$ cat src/rtl/dis_pkg.sv
package dis_pkg;

    localparam int DATA_W    = 32;
    localparam int MBOX_W    = 8;
    localparam int REG_IDX_W = 3;

    localparam int DMA_SUM_BIT = 0;
    localparam int BUS_SUM_BIT = 1;
    localparam int FLY_BIT     = 2;

    typedef enum logic [REG_IDX_W-1:0] {
        REG_TOP  = 3'd0,
        REG_BUS0 = 3'd1,
        REG_BUS1 = 3'd2,
        REG_DMA  = 3'd3,
        REG_BEN0 = 3'd4,
        REG_BEN1 = 3'd5,
        REG_DEN  = 3'd6,
        REG_NONE = 3'd7
    } reg_sel_e;

    // Bit order matches the top-word layout: fly at 2, bus at 1, dma at 0.
    typedef struct packed {
        logic fly;
        logic bus_sum;
        logic dma_sum;
    } irq_flags_t;

    typedef struct packed {
        logic              rd;
        logic              wr;
        reg_sel_e          sel;
        logic [DATA_W-1:0] wdata;
    } host_req_t;

    function automatic logic [DATA_W-1:0] pack_top(irq_flags_t f,
                                                   logic [MBOX_W-1:0] mb0,
                                                   logic [MBOX_W-1:0] mb1);
        return {mb1, mb0, 8'h00, 5'b00000, f};
    endfunction

    function automatic logic flags_active(irq_flags_t f);
        return f.fly | f.bus_sum | f.dma_sum;
    endfunction

endpackage

$ cat src/rtl/dis_cor_reg.sv
module dis_cor_reg #(
    parameter int W = 8
) (
    input  logic         clk,
    input  logic         rst,
    input  logic [W-1:0] evt,
    input  logic         rd_clr,
    output logic [W-1:0] q
);
    logic [W-1:0] q_r;

    // A new event wins over the clearing read in the same cycle.
    always_ff @(posedge clk) begin
        if (rst) q_r <= '0;
        else     q_r <= (q_r & ~{W{rd_clr}}) | evt;
    end

    assign q = q_r;

    assert_evt_latch_R2: assert property (@(posedge clk) disable iff (rst)
        (|evt) |=> ((q & $past(evt)) == $past(evt)));

endmodule

$ cat src/rtl/dis_func_regs.sv
module dis_func_regs
    import dis_pkg::*;
#(
    parameter int ST_W = 8
) (
    input  logic              clk,
    input  logic              rst,
    input  host_req_t         req,
    input  logic              busy,
    input  logic              fly_evt,
    input  logic [ST_W-1:0]   bus0_evt,
    input  logic [ST_W-1:0]   bus1_evt,
    input  logic [ST_W-1:0]   dma_evt,
    output logic [DATA_W-1:0] rdata,
    output irq_flags_t        flags
);
    logic                 open_acc;
    logic [ST_W-1:0]      bus0_q, bus1_q, dma_q;
    logic [ST_W-1:0]      ben0_q, ben1_q, den_q;
    logic [MBOX_W-1:0]    mb0_q, mb1_q;
    logic                 fly_q;
    logic                 top_wr;
    logic                 fly_clr;
    logic                 unused_wdata;

    assign open_acc     = !busy;
    assign top_wr       = req.wr && (req.sel == REG_TOP);
    assign fly_clr      = top_wr && req.wdata[FLY_BIT];
    assign unused_wdata = ^req.wdata;

    dis_cor_reg #(.W(ST_W)) u_bus0 (
        .clk(clk), .rst(rst), .evt(bus0_evt),
        .rd_clr(req.rd && open_acc && (req.sel == REG_BUS0)), .q(bus0_q));
    dis_cor_reg #(.W(ST_W)) u_bus1 (
        .clk(clk), .rst(rst), .evt(bus1_evt),
        .rd_clr(req.rd && open_acc && (req.sel == REG_BUS1)), .q(bus1_q));
    dis_cor_reg #(.W(ST_W)) u_dma (
        .clk(clk), .rst(rst), .evt(dma_evt),
        .rd_clr(req.rd && open_acc && (req.sel == REG_DMA)), .q(dma_q));

    always_ff @(posedge clk) begin
        if (rst) begin
            ben0_q <= '0;
            ben1_q <= '0;
            den_q  <= '0;
        end else if (req.wr && open_acc) begin
            case (req.sel)
                REG_BEN0: ben0_q <= req.wdata[ST_W-1:0];
                REG_BEN1: ben1_q <= req.wdata[ST_W-1:0];
                REG_DEN:  den_q  <= req.wdata[ST_W-1:0];
                default: ;
            endcase
        end
    end

    always_ff @(posedge clk) begin
        if (rst) begin
            mb0_q <= '0;
            mb1_q <= '0;
            fly_q <= 1'b0;
        end else begin
            if (top_wr) begin
                mb0_q <= req.wdata[23:16];
                mb1_q <= req.wdata[31:24];
            end
            fly_q <= fly_evt | (fly_q & ~fly_clr);
        end
    end

    always_comb begin
        flags.fly     = fly_q;
        flags.bus_sum = |((bus0_q & ben0_q) | (bus1_q & ben1_q));
        flags.dma_sum = |(dma_q & den_q);
    end

    always_comb begin
        rdata = '0;
        if (req.sel == REG_TOP) begin
            rdata = pack_top(flags, mb0_q, mb1_q);
        end else if (open_acc) begin
            case (req.sel)
                REG_BUS0: rdata = DATA_W'(bus0_q);
                REG_BUS1: rdata = DATA_W'(bus1_q);
                REG_DMA:  rdata = DATA_W'(dma_q);
                REG_BEN0: rdata = DATA_W'(ben0_q);
                REG_BEN1: rdata = DATA_W'(ben1_q);
                REG_DEN:  rdata = DATA_W'(den_q);
                default:  rdata = '0;
            endcase
        end
    end

    assert_fly_hold_R5: assert property (@(posedge clk) disable iff (rst)
        (flags.fly && !(req.wr && req.sel == REG_TOP && req.wdata[FLY_BIT]))
        |=> flags.fly);

    assert_fly_set_R5: assert property (@(posedge clk) disable iff (rst)
        fly_evt |=> flags.fly);

    assert_busy_en_R7: assert property (@(posedge clk) disable iff (rst)
        (busy && req.wr) |=> ($stable(ben0_q) && $stable(ben1_q) && $stable(den_q)));

    assert_busy_keep_R7: assert property (@(posedge clk) disable iff (rst)
        (busy && req.rd) |=> ((dma_q & $past(dma_q)) == $past(dma_q)));

endmodule

$ cat src/rtl/dis_irq_route.sv
module dis_irq_route
    import dis_pkg::*;
(
    input  logic       clk,
    input  logic       rst,
    input  logic       route_b_to_a,
    input  irq_flags_t flags_a,
    input  irq_flags_t flags_b,
    output logic       irq_a_n,
    output logic       irq_b_n
);
    logic act_a, act_b, want_a, want_b;

    assign act_a  = flags_active(flags_a);
    assign act_b  = flags_active(flags_b);
    assign want_a = act_a | (route_b_to_a & act_b);
    assign want_b = ~route_b_to_a & act_b;

    always_ff @(posedge clk) begin
        if (rst) begin
            irq_a_n <= 1'b1;
            irq_b_n <= 1'b1;
        end else begin
            irq_a_n <= ~want_a;
            irq_b_n <= ~want_b;
        end
    end

    assert_irq_a_low_R8: assert property (@(posedge clk) disable iff (rst)
        (flags_a.fly || flags_a.bus_sum || flags_a.dma_sum) |=> !irq_a_n);

    assert_irq_a_high_R8: assert property (@(posedge clk) disable iff (rst)
        (!act_a && !(route_b_to_a && act_b)) |=> irq_a_n);

    assert_irq_b_idle_R9: assert property (@(posedge clk) disable iff (rst)
        route_b_to_a |=> irq_b_n);

    assert_irq_b_shared_R9: assert property (@(posedge clk) disable iff (rst)
        (route_b_to_a && act_b) |=> !irq_a_n);

endmodule

$ cat src/rtl/dual_irq_status.sv
module dual_irq_status
    import dis_pkg::*;
#(
    parameter int ST_W = 8
) (
    input  logic                      clk,
    input  logic                      rst,
    input  logic [3:0]                addr,
    input  logic                      rd_en,
    input  logic                      wr_en,
    input  logic [31:0]               wdata,
    output logic [31:0]               rdata,
    input  logic [1:0]                seq_busy,
    input  logic [1:0]                fly_evt,
    input  logic [1:0][ST_W-1:0]      bus0_evt,
    input  logic [1:0][ST_W-1:0]      bus1_evt,
    input  logic [1:0][ST_W-1:0]      dma_evt,
    input  logic                      route_b_to_a,
    output logic                      irq_a_n,
    output logic                      irq_b_n
);
    localparam int NFUNC = 2;

    logic [NFUNC-1:0][DATA_W-1:0] func_rdata;
    irq_flags_t [NFUNC-1:0]       func_flags;

    for (genvar f = 0; f < NFUNC; f++) begin : g_func
        host_req_t req_f;
        always_comb begin
            req_f.rd    = rd_en && (addr[3] == f[0]);
            req_f.wr    = wr_en && (addr[3] == f[0]);
            req_f.sel   = reg_sel_e'(addr[2:0]);
            req_f.wdata = wdata;
        end

        dis_func_regs #(.ST_W(ST_W)) u_regs (
            .clk      (clk),
            .rst      (rst),
            .req      (req_f),
            .busy     (seq_busy[f]),
            .fly_evt  (fly_evt[f]),
            .bus0_evt (bus0_evt[f]),
            .bus1_evt (bus1_evt[f]),
            .dma_evt  (dma_evt[f]),
            .rdata    (func_rdata[f]),
            .flags    (func_flags[f])
        );
    end

    assign rdata = func_rdata[addr[3]];

    dis_irq_route u_route (
        .clk          (clk),
        .rst          (rst),
        .route_b_to_a (route_b_to_a),
        .flags_a      (func_flags[0]),
        .flags_b      (func_flags[1]),
        .irq_a_n      (irq_a_n),
        .irq_b_n      (irq_b_n)
    );

endmodule

$ cat config.mk
export PLATFORM = sky130hd
export DESIGN_NAME = dual_irq_status
export DESIGN_NICKNAME = d
export VERILOG_FILES = /design/src/rtl/dis_pkg.sv /design/src/rtl/dis_cor_reg.sv /design/src/rtl/dis_func_regs.sv /design/src/rtl/dis_irq_route.sv /design/src/rtl/dual_irq_status.sv
export SDC_FILE = /design/constraint.sdc
export NUM_CORES = 1
export LEC_CHECK = 0
export BUFFER_PORTS_ARGS = -buffer_cell sky130_fd_sc_hd__buf_2
export CAP_MARGIN = 20
export CORE_ASPECT_RATIO = 1.75
export CORE_MARGIN = 2
export CORE_UTILIZATION = 45
export CTS_BUF_LIST = sky130_fd_sc_hd__clkbuf_16
export CTS_CLUSTER_SIZE = 30
export DETAILED_ROUTE_END_ITERATION = 7
export PLACE_DENSITY_LB_ADDON = 0.12
export RECOVER_POWER = 50
export SYNTH_ARGS = -nofsm -noshare
export SYNTH_HDL_FRONTEND = slang
export SYNTH_SLANG_ARGS = --single-unit
$ cat constraint.sdc
create_clock -name clk -period 3.5 [get_ports clk]
set_input_delay 0.35 -clock clk [delete_from_list [all_inputs] [get_ports clk]]
set_output_delay 0.35 -clock clk [all_outputs]
set_load 0.05 [all_outputs]
==> impl_results.rst, run 1 <==
.. list-table::
   :header-rows: 1

   * - Metric
     - Value
   * - Run status
     - completed
   * - Post-synth EDFFs
     - 0
   * - Clock transition at the register clock pins on the worst setup and hold paths after CTS
     - 60 ps
   * - Switching power as a share of total power
     - 0.246
   * - Share of the cycle needed by the critical path after routing
     - 0.806
   * - Die boundary height
     - 157 microns
   * - Post-detailed-route DRC marker count
     - 0
   * - Count of nets left with antenna violations after detail routing
     - 0
   * - Period minus WS final
     - 2820 ps
   * - Total number of nets in the final design
     - 885
   * - Global-route wire length before repair
     - 27300 microns
   * - Antenna violations before repair
     - 0
   * - Type of the worst min-delay path
     - in -> reg
   * - Path type of the worst setup path
     - in -> out
   * - Largest net degree at the start of global routing
     - 92
   * - Most used cell along the critical path
     - sky130_fd_sc_hd__buf_2
   * - Total global-route track usage
     - 0.247
   * - Synthesized area per cell
     - 8.59 sq um
   * - Filler cells
     - 1273
   * - Setup slack, reg-to-reg
     - 1980 ps
   * - Crit path to
     - rdata[1]
   * - Number of warnings issued by yosys
     - 0
   * - Crit. Startpoint
     - addr[2]
   * - Final setup vio count
     - 0
   * - Total Die Area
     - 14300 sq um
   * - Chain of cells forming the critical path
     - buf_2 -> buf_4 -> or2_2 -> a221o_1 -> and3_1 -> a41oi_1 -> a221oi_1 -> buf_2
   * - Global route overflow
     - 0
   * - Max-slew violations
     - 0
   * - Number of vias per cell
     - 5.66
   * - Cell with the largest stage delay on the worst path
     - sky130_fd_sc_hd__buf_2
   * - Post-CTS Repair Setup Buffers
     - 0
   * - Unrepaired setup endpoints after global routing
     - no
   * - Flip-flop cell with the highest count after synthesis
     - sky130_fd_sc_hd__dfxtp_1
   * - Initial cell density of the core
     - 0.462
   * - Slew at the pin with the worst max-slew slack
     - 1030 ps
   * - Worst R2R Start
     - g_func[1].u_regs.u_bus0.q[1]
   * - Total Negative Setup Slacks
     - 0 ps
   * - Data required time of the critical path
     - 3150 ps
   * - H-tree depth reported by CTS
     - 4
   * - Number of buffers inserted for hold repair after clock tree synthesis
     - 0
   * - Combinational share of power
     - 0.093
   * - Detailed-router iteration count before antenna repair
     - 5
   * - Ys async rst share
     - 0
   * - Number of hold violations in the final report
     - 0
   * - Register bit count reported by yosys
     - 132
   * - Number of buffers created by CTS
     - 17
   * - Arr. time, crit path
     - 2470 ps
   * - Highest ir drop seen on vdd
     - 0.343 mV
   * - Tot Pwr
     - 0.00381 W
   * - Total leakage power
     - 3.11 nW
   * - Vias
     - 5522
   * - DP Wirelength
     - 12900 microns
   * - Mapped cell area
     - 5980 sq um
   * - DRC violation total after the first TritonRoute iteration
     - 351
   * - Portion of total power attributed to sequential cells
     - 0.422
   * - R2R cell count
     - 5
   * - Startpoint type of the worst setup path
     - primary input
   * - Post-detailed-routing wire length
     - 17800 microns
   * - Cell Rows
     - 55
   * - Latest clock arrival within the worst-skew pair
     - 410 ps
   * - CP Max Fanout
     - 25
   * - Critical path capture point type
     - primary output
   * - Relative contribution of the clock network to total power
     - 0.485
   * - Number of cells produced by synthesis
     - 696
   * - Final cell count without fillers
     - 975
   * - Clock tree sinks
     - 132
   * - Last weighted congestion value of the routability-driven placer
     - 0.868
   * - Worst Skew
     - 6.80 ps
   * - Number of max-capacitance violations reported
     - 0
   * - Critical path's largest stage delay
     - 460 ps
   * - Reg-to-reg critical path endpoint
     - u_route.irq_a_n
   * - Post-CTS Resized
     - 0
   * - CTS root buffer
     - sky130_fd_sc_hd__clkbuf_16
   * - Normalized max-slew margin
     - 0.309
   * - Total placed instance area
     - 6620 sq um
   * - Net switching component of the power
     - 0.000938 W
   * - Die boundary width
     - 91.1 microns
   * - Placed Cells
     - 944
   * - Vias in the first global route
     - 5208
   * - Antenna Cells
     - 0
   * - Largest buffer count on any clock path
     - 2
   * - Num ports
     - 127
   * - Area of all placed cells without fillers
     - 7210 sq um
   * - PD cells
     - 528 nW/um^2
   * - Area Overhead vs Synth
     - 20.6%
   * - Area of the core
     - 12900 sq um
   * - Share of post-route cells with drive strength above 1
     - 0.213
   * - Clock tree from TritonCTS
     - yes
   * - IO Port Bufs
     - 110
   * - P_int
     - 0.00287 W
   * - Per-cell routed wire length
     - 18.3 microns
   * - Max Fclk
     - 355 MHz
   * - Hold Crit Start
     - route_b_to_a
   * - Distinct cells, synth
     - 42
   * - Post-synthesis sequential area ratio
     - 0.442
==> cell usage in the layout, fill, tap and decap left out, types with 7 or more instances in the layout <==
cell type / count
sky130_fd_sc_hd__a21oi_1: 101
sky130_fd_sc_hd__a221oi_1: 20
sky130_fd_sc_hd__a22o_1: 12
sky130_fd_sc_hd__a22oi_1: 9
sky130_fd_sc_hd__buf_2: 107
sky130_fd_sc_hd__buf_4: 17
sky130_fd_sc_hd__clkbuf_16: 17
sky130_fd_sc_hd__conb_1: 8
sky130_fd_sc_hd__dfxtp_1: 132
sky130_fd_sc_hd__mux2_2: 16
sky130_fd_sc_hd__mux2i_1: 80
sky130_fd_sc_hd__nand2_1: 78
sky130_fd_sc_hd__nand3_1: 8
sky130_fd_sc_hd__nand4_1: 8
sky130_fd_sc_hd__nor2_1: 127
sky130_fd_sc_hd__nor2b_1: 7
==> area by class of cell <==
cell class                      instances  area, sq um  share of cell area
Tap cell                              171          214              0.0297
Multi-Input combinational cell        513         3070               0.425
Sequential cell                       132         2640               0.366
Clock buffer                           17          425              0.0590
Timing Repair Buffer                  128          678              0.0940
Clock inverter                         14          185              0.0257
==> cell usage after synthesis (3+ instances only) <==
cell,instances,area share
sky130_fd_sc_hd__o211ai_1,4,0.0050
sky130_fd_sc_hd__buf_4,10,0.013
sky130_fd_sc_hd__mux2i_1,80,0.13
sky130_fd_sc_hd__a31oi_1,3,0.0031
sky130_fd_sc_hd__clkbuf_1,30,0.019
sky130_fd_sc_hd__a211oi_1,3,0.0038
sky130_fd_sc_hd__nor3b_1,3,0.0038
sky130_fd_sc_hd__buf_2,11,0.0092
sky130_fd_sc_hd__a21oi_1,101,0.085
sky130_fd_sc_hd__nand4_1,7,0.0073
sky130_fd_sc_hd__a22oi_1,9,0.011
sky130_fd_sc_hd__a221oi_1,20,0.029
sky130_fd_sc_hd__nor2_1,127,0.080
sky130_fd_sc_hd__nand2_1,78,0.049
sky130_fd_sc_hd__nor2b_1,7,0.0073
sky130_fd_sc_hd__dfxtp_1,132,0.44
sky130_fd_sc_hd__buf_1,3,0.0019
sky130_fd_sc_hd__o21ai_0,4,0.0033
sky130_fd_sc_hd__buf_6,3,0.0056
sky130_fd_sc_hd__nand3_1,8,0.0067
sky130_fd_sc_hd__a22o_1,12,0.018
sky130_fd_sc_hd__mux2_2,16,0.030
==> per-stage QoR <==
| step | utilization | setup WS [ps] | hold WS, ps |
|---|---|---|---|
| after detailed placement | 0.511 | 697 | 446 |
| after global routing | 0.557 | 588 | 121 |
| after CTS | 0.559 | 700 | 100 |
| after floorplan | - | 614 | 436 |
| after global placement | 0.511 | 677 | 440 |
| final | 0.557 | 680 | 115 |
==> power by group through the flow <==
stage / Clock [W] / Sequential, W / Combinational (W)
after floorplan: 0 / 0.00162 / 0.000240
after global placement: 0 / 0.00164 / 0.000346
after detailed placement: 0 / 0.00164 / 0.000352
after CTS: 0.00188 / 0.00161 / 0.000354
after global routing: 0.00194 / 0.00161 / 0.000385
final: 0.00185 / 0.00161 / 0.000355
==> layer usage <==
metal / GRT usage / up-vias / part of all wire
met5: 0 / - / 0
met2: 0.447 / 211 / 0.52
li1: - / 2637 / -
met3: 0.0467 / 50 / 0.051
met1: 0.271 / 2624 / 0.39
met4: 0.134 / 0 / 0.045
==> logic make-up after synthesis <==
kind of cell / after synthesis / share of synthesized area
AOI/OAI and AO/OA: 166 / 0.173
buffers and inverters: 58 / 0.0490
muxes: 96 / 0.164
DFF: 132 / 0.442
other: 1 / 0.000627
and+or+nand+nor: 243 / 0.172
==> critical path: cells and delay by family <==
family / cells / cell delay (ps)
buffers and inverters: 3 / 1180
AND/OR/NAND/NOR: 2 / 330
AO/OA/AOI/OAI: 3 / 590
==> sequential cells by signal, summed over array words and instances (netlist names) <==
name                    count
g_func.u_regs.mb1_q        16
g_func.u_regs.mb0_q        16
g_func.u_regs.u_bus1.q     16
g_func.u_regs.ben0_q       16
g_func.u_regs.u_dma.q      16
g_func.u_regs.ben1_q       16
u_route.irq_a_n             1
g_func.u_regs.den_q        16
u_route.irq_b_n             1
g_func.u_regs.u_bus0.q     16
g_func.u_regs.fly_q         2
==> how the worst min path moves through the flow <==
stage          cells past startpoint  slack [ps]                   endpoint
2_1_floorplan                      2         440  g_func[0].u_regs.mb0_q[0]
3_3_place_gp                       2         440  g_func[0].u_regs.mb1_q[0]
3_5_place_dp                       2         450  g_func[0].u_regs.mb0_q[7]
4_1_cts                            2         100            u_route.irq_a_n
5_1_grt                            2         120            u_route.irq_a_n
6_report                           2         110            u_route.irq_a_n
Power figures use the tool's default switching activity.
==> inputs of run 2 (changes only) <==
--- a/config.mk
+++ b/config.mk
@@ -5,6 +5,7 @@
 export SDC_FILE = /design/constraint.sdc
 export NUM_CORES = 1
 export LEC_CHECK = 0
+export ABC_AREA = 1
 export BUFFER_PORTS_ARGS = -buffer_cell sky130_fd_sc_hd__buf_2
 export CAP_MARGIN = 20
 export CORE_ASPECT_RATIO = 1.75
==> constraint.sdc (replaced) <==
create_clock -name clk -period 2.6 [get_ports clk]
set_input_delay 0.26 -clock clk [delete_from_list [all_inputs] [get_ports clk]]
set_output_delay 0.26 -clock clk [all_outputs]
set_load 0.05 [all_outputs]
==> run 2 against run 1 <==
  * Sequential cell count unchanged
  * Core utilization down 0.37 points
  * Clock-buffer cell count unchanged
  * Power up 38%
  * First-iteration DRC count up 8.8%
  * Largest cell class unchanged
  * Highest routed layer unchanged
==> impl_results.rst, run 2 <==
.. list-table::
   :header-rows: 1

   * - Metric
     - Value
   * - Run status
     - completed
   * - Path type of the worst setup path
     - in -> out
   * - Setup slack, reg-to-reg
     - 1410 ps (-570 ps)
   * - Antenna violations before repair
     - 0 (unchanged)
   * - Max-slew violations
     - 0 (unchanged)
   * - Flip-flop cell with the highest count after synthesis
     - sky130_fd_sc_hd__dfxtp_1
   * - Synthesized area per cell
     - 6.74 sq um (-22%)
   * - Type of the worst min-delay path
     - in -> reg
   * - Global route overflow
     - 0 (unchanged)
   * - Number of vias per cell
     - 5.11 (-9.8%)
   * - Total Negative Setup Slacks
     - 0 ps (unchanged)
   * - Total Die Area
     - 14600 sq um (+2.1%)
   * - Per-cell routed wire length
     - 15.4 microns (-16%)
   * - Die boundary height
     - 158 microns (+1.1%)
   * - Startpoint type of the worst setup path
     - primary input
   * - Distinct cells, synth
     - 31 (-26%)
   * - Number of warnings issued by yosys
     - 0 (unchanged)
   * - Count of nets left with antenna violations after detail routing
     - 0 (unchanged)
   * - Share of post-route cells with drive strength above 1
     - 0.166 (-0.0471)
   * - Vias in the first global route
     - 5860 (+13%)
   * - Number of max-capacitance violations reported
     - 0 (unchanged)
   * - Period minus WS final
     - 2290 ps
   * - Unrepaired setup endpoints after global routing
     - no
   * - Cell Rows
     - 56 (+1.8%)
   * - Largest net degree at the start of global routing
     - 82 (-11%)
   * - Post-synth EDFFs
     - 0 (unchanged)
   * - Chain of cells forming the critical path
     - buf_2 -> inv_1 -> nor3_4 -> buf_4 -> nand2_1 -> nand2_1 -> inv_1 -> nand2_1 -> nand2_1 -> nand2_1 -> nand2_1 -> inv_1 -> buf_2
   * - Arr. time, crit path
     - 2030 ps (-440 ps)
   * - Number of buffers created by CTS
     - 17 (unchanged)
   * - Proportion of netlist area held by the largest area contributor
     - 0.432 (-0.00950)
   * - Commonest non-fill, non-tap cells in the layout
     - sky130_fd_sc_hd__nand2_1, sky130_fd_sc_hd__nor2_1, sky130_fd_sc_hd__dfxtp_1
   * - CTS root buffer
     - sky130_fd_sc_hd__clkbuf_16
   * - Clock tree sinks
     - 132 (unchanged)
   * - Clock transition at the register clock pins on the worst setup and hold paths after CTS
     - 60 ps (about the same)
   * - Post-detailed-routing wire length
     - 18600 microns (+4.2%)
   * - PD cells
     - 715 nW/um^2 (+35%)
   * - Filler cells
     - 1402 (+10%)
   * - Antenna Cells
     - 0 (unchanged)
   * - Depth of the worst hold-timing path
     - 3 (+1)
   * - Hold Crit Start
     - bus1_evt[13]
   * - Number of hold violations in the final report
     - 0 (unchanged)
   * - Max Fclk
     - 436 MHz
   * - Total leakage power
     - 3.47 nW (+12%)
   * - Footprint of the multi-input gates
     - 2970 sq um (-3.1%)
   * - Vias
     - 6166 (+12%)
   * - Latest clock arrival within the worst-skew pair
     - 420 ps (about the same)
   * - Most area-consuming cells after synthesis
     - sky130_fd_sc_hd__dfxtp_1, sky130_fd_sc_hd__nand2_1, sky130_fd_sc_hd__nor2_1
   * - Worst R2R Start
     - g_func[1].u_regs.u_dma.q[6]
   * - DRC violation total after the first TritonRoute iteration
     - 382 (+8.8%)
   * - Post-detailed-route DRC marker count
     - 0 (unchanged)
   * - Mapped cell area
     - 6110 sq um (+2.2%)
   * - Reg-to-reg critical path endpoint
     - u_route.irq_a_n
   * - Clock tree from TritonCTS
     - yes
   * - DP Wirelength
     - 13400 microns (+4.2%)
   * - Tot Pwr
     - 0.00527 W (+38%)
   * - H-tree depth reported by CTS
     - 4 (unchanged)
   * - Normalized max-slew margin
     - 0.491 (+0.182)
   * - Initial cell density of the core
     - 0.459 (-0.00317)
   * - Die boundary width
     - 92.1 microns (+1.0%)
   * - Worst Skew
     - 5.99 ps (-0.801 ps)
   * - Post-CTS Resized
     - 0 (unchanged)
   * - CP Max Fanout
     - 16 (-36%)
   * - Number of buffers inserted for hold repair after clock tree synthesis
     - 0 (unchanged)
   * - Last weighted congestion value of the routability-driven placer
     - 0.863 (-0.61%)
   * - Most used cell along the critical path
     - sky130_fd_sc_hd__nand2_1
   * - Most frequent standard cell in the layout excluding fill and tap cells
     - sky130_fd_sc_hd__nand2_1
   * - Number of cells produced by synthesis
     - 907 (+30%)
   * - Ys async rst share
     - 0 (unchanged)
   * - Data required time of the critical path
     - 2340 ps (-810 ps)
   * - Cell with the largest stage delay on the worst path
     - sky130_fd_sc_hd__buf_2
   * - Post-synthesis sequential area ratio
     - 0.432 (-0.00950)
   * - Yosys top cell by area
     - sky130_fd_sc_hd__dfxtp_1
   * - Num ports
     - 127 (unchanged)
   * - Slew at the pin with the worst max-slew slack
     - 761 ps (-268 ps)
   * - Share of the cycle needed by the critical path after routing
     - 0.882
   * - IO Port Bufs
     - 110 (unchanged)
   * - Area of the core
     - 13300 sq um (+2.9%)
   * - Critical path's largest stage delay
     - 310 ps (-150 ps)
   * - Area Overhead vs Synth
     - 20.6% (about the same)
   * - R2R cell count
     - 9 (+4)
   * - Post-CTS Repair Setup Buffers
     - 0 (unchanged)
   * - Total global-route track usage
     - 0.261 (+0.0136)
   * - Final setup vio count
     - 0 (unchanged)
   * - Global-route wire length before repair
     - 29500 microns (+8.1%)
   * - Register bit count reported by yosys
     - 132 (unchanged)
   * - Area taken by flip-flops and latches
     - 2640 sq um (unchanged)
   * - Endpoint, Worst Hold
     - g_func[1].u_regs.u_bus1.q[5]
   * - Critical path capture point type
     - primary output
   * - Total number of nets in the final design
     - 1113 (+26%)
   * - Largest buffer count on any clock path
     - 2 (unchanged)
   * - Detailed-router iteration count before antenna repair
     - 6 (+1)
   * - Highest ir drop seen on vdd
     - 0.472 mV (+38%)
   * - Most frequent cell after synthesis
     - sky130_fd_sc_hd__nand2_1
   * - Commonest cells post-synth
     - sky130_fd_sc_hd__nand2_1, sky130_fd_sc_hd__nor2_1, sky130_fd_sc_hd__dfxtp_1
[run 2: cell types whose count changed after synthesis, moves of 13 or more]
cell                       delta
sky130_fd_sc_hd__nand2_1    +161
sky130_fd_sc_hd__o21ai_0     +86
sky130_fd_sc_hd__mux2i_1     -80
sky130_fd_sc_hd__nor2_1      +58
sky130_fd_sc_hd__inv_1       +42
sky130_fd_sc_hd__a221oi_1    -20
sky130_fd_sc_hd__mux2_2      -16
sky130_fd_sc_hd__inv_2       +13
sky130_fd_sc_hd__nand4_1     +13
[run 2: layout make-up]
cell class	instances	share of cell area
Multi-Input combinational cell	684	0.403
Clock buffer	17	0.0577
Clock inverter	15	0.0307
Inverter	57	0.0294
Timing Repair Buffer	128	0.0913
Tap cell	174	0.0295
Sequential cell	132	0.359
[run 2: cells by family (layout without fill, tap and decap cells)]
family                 count (synthesis)  in the layout  share of synthesized area
AND/OR/NAND/NOR                      484            484                      0.337
buffers and inverters                 98            217                     0.0708
flip-flops                           132            132                      0.432
AO/OA/AOI/OAI                        192            192                      0.159
other                                  1              8                   0.000614
[run 2: worst max path at each step]
stage | depth (start not counted) | endpoint | slack, ps | start
finish | 13 | rdata[0] | 310 | addr[0]
detailed placement | 13 | rdata[0] | 370 | addr[0]
floorplan | 5 | rdata[22] | 690 | addr[3]
CTS | 13 | rdata[0] | 370 | addr[1]
global route | 13 | rdata[0] | 180 | addr[0]
global placement | 13 | rdata[0] | 380 | addr[0]
[run 2: report_power, final]
group,switching (W),internal (W)
Combinational,0.000302,0.000143
Clock,0.000946,0.00171
Sequential,0.0000639,0.00210
[run 2: worst max-delay path, delay by kind of cell]
| family | cells | cell delay, ps |
|---|---|---|
| and+or+nand+nor | 7 | 570 |
| buffers and inverters | 6 | 1190 |
[run 2: through the flow]
step / setup slack [ps] / instance area (sq um) / utilization / cells / hold WS [ps]
2_1_floorplan: 689 / 6140 / - / 914 / 359
3_5_place_dp: 374 / 6830 / 0.513 / 1175 / 436
5_1_grt: 180 / 7370 / 0.554 / 1207 / 39.0
3_3_place_gp: 377 / 6830 / 0.513 / 1175 / 434
4_1_cts: 368 / 7480 / 0.562 / 1207 / 36.2
6_report: 307 / 7370 / 0.554 / 1207 / 43.4
[run 2: routing by layer]
metal / routed length (microns) / share of wire / GRT usage
met5: 0 / 0 / 0
met4: 725 / 0.039 / 0.127
met3: 885 / 0.048 / 0.0462
met2: 9760 / 0.53 / 0.483
met1: 7200 / 0.39 / 0.285
